## src/rtl/mag_cmp_pkg.sv

```systemverilog
package mag_cmp_pkg;
  localparam int unsigned SLICE_W = 4;

  typedef struct packed {
    logic gt;
    logic eq;
    logic lt;
  } cmp_res_t;

  localparam cmp_res_t RES_EQUAL = '{gt: 1'b0, eq: 1'b1, lt: 1'b0};
endpackage

```

## src/rtl/mag_cmp_bit.sv

```systemverilog
module mag_cmp_bit (
  input  logic a_i,
  input  logic b_i,
  output logic gt_o,
  output logic eq_o,
  output logic lt_o
);
  assign gt_o = a_i & ~b_i;
  assign lt_o = ~a_i & b_i;
  assign eq_o = ~(a_i ^ b_i);
endmodule

```

## src/rtl/mag_cmp_slice.sv

```systemverilog
module mag_cmp_slice
  import mag_cmp_pkg::*;
#(
  parameter int unsigned W = SLICE_W
) (
  input  logic [W-1:0] a_i,
  input  logic [W-1:0] b_i,
  input  cmp_res_t     casc_i,
  output cmp_res_t     res_o
);
  logic [W-1:0] bit_gt, bit_eq, bit_lt;

  for (genvar i = 0; i < W; i++) begin : g_bit
    mag_cmp_bit u_bit (
      .a_i  (a_i[i]),
      .b_i  (b_i[i]),
      .gt_o (bit_gt[i]),
      .eq_o (bit_eq[i]),
      .lt_o (bit_lt[i])
    );
  end

  always_comb begin
    logic decided;
    decided = 1'b0;
    res_o   = casc_i;
    // top bit first; the first mismatch locks the verdict
    for (int i = W - 1; i >= 0; i--) begin
      if (!decided && !bit_eq[i]) begin
        decided  = 1'b1;
        res_o.gt = bit_gt[i];
        res_o.lt = bit_lt[i];
        res_o.eq = 1'b0;
      end
    end

    p_gt_own_r1: assert (!(a_i > b_i) || (res_o.gt && !res_o.lt && !res_o.eq));
    p_lt_own_r2: assert (!(a_i < b_i) || (res_o.lt && !res_o.gt && !res_o.eq));
    p_pass_through_r6: assert ((a_i != b_i) || (res_o == casc_i));
    p_one_hot_r4: assert (!$onehot({casc_i.gt, casc_i.eq, casc_i.lt})
                          || $onehot({res_o.gt, res_o.eq, res_o.lt}));
  end
endmodule

```

## src/rtl/mag_cmp_chain.sv

```systemverilog
module mag_cmp_chain
  import mag_cmp_pkg::*;
#(
  parameter int unsigned WIDTH = 8
) (
  input  logic [WIDTH-1:0] a_i,
  input  logic [WIDTH-1:0] b_i,
  output logic             gt_o,
  output logic             eq_o,
  output logic             lt_o
);
  localparam int unsigned NSLICE = WIDTH / SLICE_W;

  if ((WIDTH % SLICE_W) != 0 || WIDTH == 0) begin : g_bad_width
    $error("mag_cmp_chain: WIDTH must be a nonzero multiple of 4 (R8)");
  end

  cmp_res_t link [NSLICE+1];

  assign link[0] = RES_EQUAL; // R7 tie-off of the bottom slice

  for (genvar s = 0; s < NSLICE; s++) begin : g_slice
    mag_cmp_slice #(.W(SLICE_W)) u_slice (
      .a_i    (a_i[s*SLICE_W +: SLICE_W]),
      .b_i    (b_i[s*SLICE_W +: SLICE_W]),
      .casc_i (link[s]),
      .res_o  (link[s+1])
    );
  end

  assign gt_o = link[NSLICE].gt;
  assign eq_o = link[NSLICE].eq;
  assign lt_o = link[NSLICE].lt;
endmodule

```

## config.mk

```make
export PLATFORM = sky130hd
export DESIGN_NAME = mag_cmp_chain
export DESIGN_NICKNAME = d
export VERILOG_FILES = /design/src/rtl/mag_cmp_pkg.sv /design/src/rtl/mag_cmp_bit.sv /design/src/rtl/mag_cmp_slice.sv /design/src/rtl/mag_cmp_chain.sv
export SDC_FILE = /design/constraint.sdc
export NUM_CORES = 1
export LEC_CHECK = 0
export CORE_MARGIN = 3
export CORE_UTILIZATION = 30
export DETAILED_ROUTE_END_ITERATION = 8
export GPL_TIMING_DRIVEN = 0
export REMOVE_ABC_BUFFERS = 1
export SYNTH_ARGS = -nofsm -noshare
export SYNTH_HDL_FRONTEND = slang
export SYNTH_HIERARCHICAL = 1
export SYNTH_SLANG_ARGS = --single-unit
```

## constraint.sdc

```tcl
create_clock -name vclk -period 4.6
set_input_delay 0.69 -clock vclk [all_inputs]
set_output_delay 0.69 -clock vclk [all_outputs]
set_load 0.01 [all_outputs]
```

Word level (Yosys, flattened, before mapping)
Index checks and enable logic that the tools add are counted.

cells by class
  $lt $le $gt $ge = 0
  shift-type cells = 0
  bitwise operators = 42
  reductions and logical operators = 10
  $add $sub $neg = 0
  multiplexer cells = 14
  div/mod/pow operators = 0
  eq/ne operators = 0
  multiply operators = 0

operators with widths
  cell               count
  3-bit 2-to-1 mux   8
  1-bit inverter     18
  1-bit AND          16
  1-bit XOR          8
  1-bit logical AND  6
  1-bit 2-to-1 mux   6
  1-bit zero test    4

storage, ports and cells
  ROM bits = 0
  bits of input ports = 16
  logic and storage cells = 66
  latch bits = 0
  output and inout bits = 3
  register bits after elaboration = 0
  memories kept = 0
  memory bits (writable) = 0

Depth between registers and ports, before layout
Gate-level depths: netlist of run 1.

  depth after elaboration = 14
  mapped depth = 10
  depth with buffers taken out = 10

Cells and area by module
The synthesis of run 1 kept the hierarchy.

by module, submodules not included
  module         times used  cells an instance  area an instance (µm²)
  mag_cmp_bit    8           4                  32.5
  mag_cmp_slice  2           21                 122.6
  mag_cmp_chain  1           2                  7.5

Worst setup path before layout of run 1
Ideal clock, no wire load.

  path kind = input-to-output
  start = input port a_i[1]
  end = output port gt_o
  stages = 9
  data arrival time = 1.903 ns
  slack = 2.007 ns
  path through = inv_1 ha_1 and2_1 o32ai_1 o21ai_1 inv_1 a31oi_1 o32ai_1 o21ai_1

RTL lines
  item         RTL line            source
  from (decl)  mag_cmp_chain.sv:6  input logic [WIDTH-1:0] a_i,
  to (decl)    mag_cmp_chain.sv:8  output logic gt_o,

==> impl_metrics.toml, run 1 <==
[run_status]
outcome = "completed"

[synthesis]
yosysTopAreaCell = "ha_1"
synth_top_area_share = 0.390
yosys_warnings = 6
synth_top_family_by_area = "adder cells"
ys_seq_area_frac = 0
muxShareOfSynthArea = 0
synthXorXnorAreaFrac = 0
syn-cell-area_um2 = 513
synthTopCellsByArea = "ha_1, inv_1, o32ai_1, nand3_1, o21ai_1"
postSynthAreaPerCell_um2 = 6.75
synth_compound_area_frac = 0.195
synth_cell_types = 14
synthAdderAreaFrac = 0.390
syn_inst = 76
yosys.area_share.simple = 0.254

[route]
drc_errors = 0
vias = 529
ant_nets = 0
drtIter0Drc = 1
dr.pass1.iters = 4
via_per_inst = 4.72
drt_wl_total_um = 1030
wl_per_cell_um = 9.19

[power]
ir_drop_mv = 0.0380
power.density_nw_per_um2 = 94.7
leakagePower_nw = 0.374

[critical_path]
end_kind = "primary output"
cp-start-kind = "input pin"
arrival_ns = 3.02
required_ns = 3.91
path_class = "in2out"
path_max_fanout = 7

[cts]
ctsResizeCount = 0
hold_buffers = 0
postCtsSetupRepairBufs = 0

[timing]
setup_slack_ns = 0.887
rsz0062_at_grt = "no"
hold_violations = 0
setup_viol = 0
fin_crit_sh = 0.807
fmax_mhz = 269
final.setup.tns_ns = 0
holdWs_ns = 2.60
slew_violations = 0
layout_min_cycle_time_ns = 3.71

[finish]
final_util = 0.466
layout-drive-gt1-share = 0.0208
syn_to_final_growth_pct = 41.7
nets = 130
antennaDiodeCount = 0
nClkBuffers = 0
seq_cells = 0
regArea_um2 = 0
finalInstanceArea_um2 = 727

[floorplanning]
start_util = 0.329
core-area_um2 = 1560
ios = 19
die_w_um = 47.4
die-area_um2 = 2240
dieHeight_um = 47.4
rows = 14

[global_route]
grt_pass1_vias = 480
track_usage = 0.103
grt_pass1_wl_um = 1790
gr-total-overflow = 0
antenna_found_initial = 0
grt_max_degree = 8

[place]
routabilityCongestion = 0.778
pre_cts_ws_ns = 0.863
place_area_um2 = 727
hpwl_um = 951
io_buffers = 19

[worst_hold_path]
hold_class = "in2out"

[run]
maxCapViolCount = 0
## worst max-delay path, stage by stage
cell and delay [ns]:
clkdlybuf4s50_1 0.48, inv_1 0.05, ha_1 0.37, and2_1 0.19
o32ai_1 0.27, o21ai_1 0.10, inv_1 0.06, a31oi_1 0.09
o32ai_1 0.12, o21ai_1 0.11, clkdlybuf4s50_1 0.49
## power breakdown
part | total, mW | switching, mW | internal (mW)
Combinational | 0.0689 | 0.0319 | 0.0369
Clock | 0 | 0 | 0
Sequential | 0 | 0 | 0
## Yosys cell counts
cell and instances:
inv_1 20, nand3_1 6, a31oi_1 4, and2_1 2, o32ai_1 4, o21ai_1 6
o21ai_0 2, nand2b_1 2, ha_1 16, nor2b_1 4, and2b_1 4, nand2_2 2
conb_1 2, nor2_1 2
## cells by family after synthesis
logic type               Yosys count
AND/OR/NAND/NOR                   22
buffers and inverters             20
other                              2
adder cells (fa/ha/maj)           16
AO/OA/AOI/OAI                     16
## per-layer routing
layer / wire length (um) / global-route usage / vias to the layer above / part of all wire
met1: 424 / 0.120 / 228 / 0.41
li1: - / - / 286 / -
met3: 70 / 0.00383 / 0 / 0.068
met2: 534 / 0.214 / 15 / 0.52
met5: 0 / 0 / - / 0
met4: 0 / 0 / 0 / 0
## path summary, 6_finish.rpt
check / start / to / slack (ns) / cells past startpoint
worst max-delay path: a_i[1] / lt_o / 0.89 / 11
worst min-delay path: a_i[4] / gt_o / 2.60 / 5
## cell usage in the layout (no fill, tap or decap)
cell type        netlist  routed
nand2b_1               2       2
clkdlybuf4s50_1        0      19
inv_1                 20      20
nand3_1                6       6
nor2_1                 2       2
o21ai_0                2       2
nand2_2                2       2
and2_1                 2       2
a31oi_1                4       4
o21ai_1                6       6
ha_1                  16      16
conb_1                 2       3
o32ai_1                4       4
and2b_1                4       4
nor2b_1                4       4
## cell type report
| type | instances | area (um^2) |
|---|---|---|
| inverter | 20 | 75.1 |
| fill | 172 | 832 |
| timing repair buffer | 19 | 190 |
| multi-input combinational | 57 | 442 |
| tap | 16 | 20.0 |
## metrics by stage
step / std cells / total power [mW]
finish: 112 / 0.0689
global route: 112 / 0.0792
CTS: 112 / 0.0695
detailed placement: 112 / 0.0692
global placement: 112 / 0.0674
floorplan: 77 / 0.0400
Power figures use the tool's default switching activity.
==> inputs of run 2 (changes only) <==
==> constraint.sdc (replaced) <==
create_clock -name vclk -period 3.3
set_input_delay 0.495 -clock vclk [all_inputs]
set_output_delay 0.495 -clock vclk [all_outputs]
set_load 0.01 [all_outputs]
==> run 2 against run 1 <==
Die area is the same. Via count shrank 0.19%. Critical endpoint is now gt_o. Sequential share of layout area is the same. Non-clock buffer count is the same. Cell area grew 6.9%. Critical path type unchanged.
==> impl_metrics.toml, run 2 (synthesized netlist as in run 1, its figures left out) <==
[power]
power.density_nw_per_um2 = 133
leakagePower_nw = 0.402
ir_drop_mv = 0.0592
p_total_mw = 0.103

[global_route]
grt_busiest_layer = "met2"
track_usage = 0.103
grt_max_degree = 8
use_met3 = 0.00383
met2_usage = 0.214
grt_pass1_vias = 480
antenna_found_initial = 0
gr-total-overflow = 0
grt_pass1_wl_um = 1790
grt_util_met1 = 0.120

[finish]
finalNonFillerCells = 112
syn_to_final_growth_pct = 51.5
nets = 130
finalInstanceArea_um2 = 777
final_common_cell = "inv_1"
antennaDiodeCount = 0
seq_cells = 0
nClkBuffers = 0
layout_common_cells = "inv_1, clkdlybuf4s50_1, ha_1"
final_util = 0.498
regArea_um2 = 0
layout-drive-gt1-share = 0.0625

[timing]
slew_violations = 0
layout_min_cycle_time_ns = 2.92
final.setup.tns_ns = 0
fmax_mhz = 342
rsz0062_at_grt = "no"
hold_violations = 0
setup_viol = 0
fin_crit_sh = 0.886

[place]
hpwl_um = 951
dp.cells = 112
routabilityCongestion = 0.778
io_buffers = 19
place_area_um2 = 727

[floorplanning]
die-area_um2 = 2240
dieHeight_um = 47.4
ios = 19
rows = 14
die_w_um = 47.4
core-area_um2 = 1560
start_util = 0.329

[route]
ant_nets = 0
dr.pass1.iters = 4
drc_errors = 0
drt_wl_total_um = 1050
drtIter0Drc = 4
wl_per_cell_um = 9.34
via_per_inst = 4.71
vias = 528

[critical_path]
crit_chain = "clkdlybuf4s50_1 -> inv_1 -> ha_1 -> and2_1 -> o32ai_1 -> o21ai_1 -> inv_1 -> a31oi_1 -> o32ai_1 -> o21ai_1 -> dlymetal6s2s_1"
cp-start-kind = "input pin"
crit_family = "buffers and inverters"
end_kind = "primary output"
path_class = "in2out"
path_buf_inv = 4
path_max_fanout = 3
required_ns = 2.80
arrival_ns = 2.43
crit_path_max_incr_delay_ns = 0.48
cp_slowest_cell = "clkdlybuf4s50_1"

[worst_hold_path]
hold_class = "in2out"

[run_status]
outcome = "completed"

[run]
maxCapViolCount = 0

[cts]
postCtsSetupRepairBufs = 0
## run 2: changes by cell type in the layout (fill, tap and decap cells not counted)
cell / change
clkdlybuf4s50_1: -2
dlymetal6s2s_1: +2
ha_1: -3
ha_4: +3
o32ai_1: -1
o32ai_2: +1
## run 2: repair_timing
item / CTS / global route
pin swaps: 0 / 0
resized for setup: 2 / 6
setup endpoints to repair: 1 / 2
hold buffers: 0 / 0
## run 2: through the flow
step,setup WS (ns),hold slack [ns]
floorplan,1.10,1.31
global placement,0.0295,2.22
detailed placement,-0.0472,2.21
CTS,0.00484,2.22
global route,0.202,1.96
finish,0.377,1.90
## run 2: final timing paths
path	from	to	slack (ns)	cells past startpoint
worst max-delay path	a_i[0]	gt_o	0.38	11
worst min-delay path	a_i[4]	gt_o	1.90	5
## run 2: layer usage
metal  vias up  share of wire
met2        13           0.52
li1        286              -
met1       229           0.41
met3         0          0.069
met5         -              0
met4         0              0
## run 2: tightest hold or removal path: stages
cell and delay (ns):
clkdlybuf4s50_1 0.43, ha_1 0.20, nand3_1 0.07, o21ai_1 0.05, dlymetal6s2s_1 0.16
## run 2: area by class of cell
type               instances  area (um^2)
inverters                 20         75.1
well taps                 16         20.0
fillers                  163          782
repair buffers            19          195
multi-input cells         57          487
## run 2: power by group
| group | internal, mW | switching, mW | leakage, nW |
|---|---|---|---|
| clock network | 0 | 0 | 0 |
| logic | 0.0559 | 0.0471 | 0.402 |
| registers | 0 | 0 | 0 |
| total | 0.0559 | 0.0471 | 0.402 |
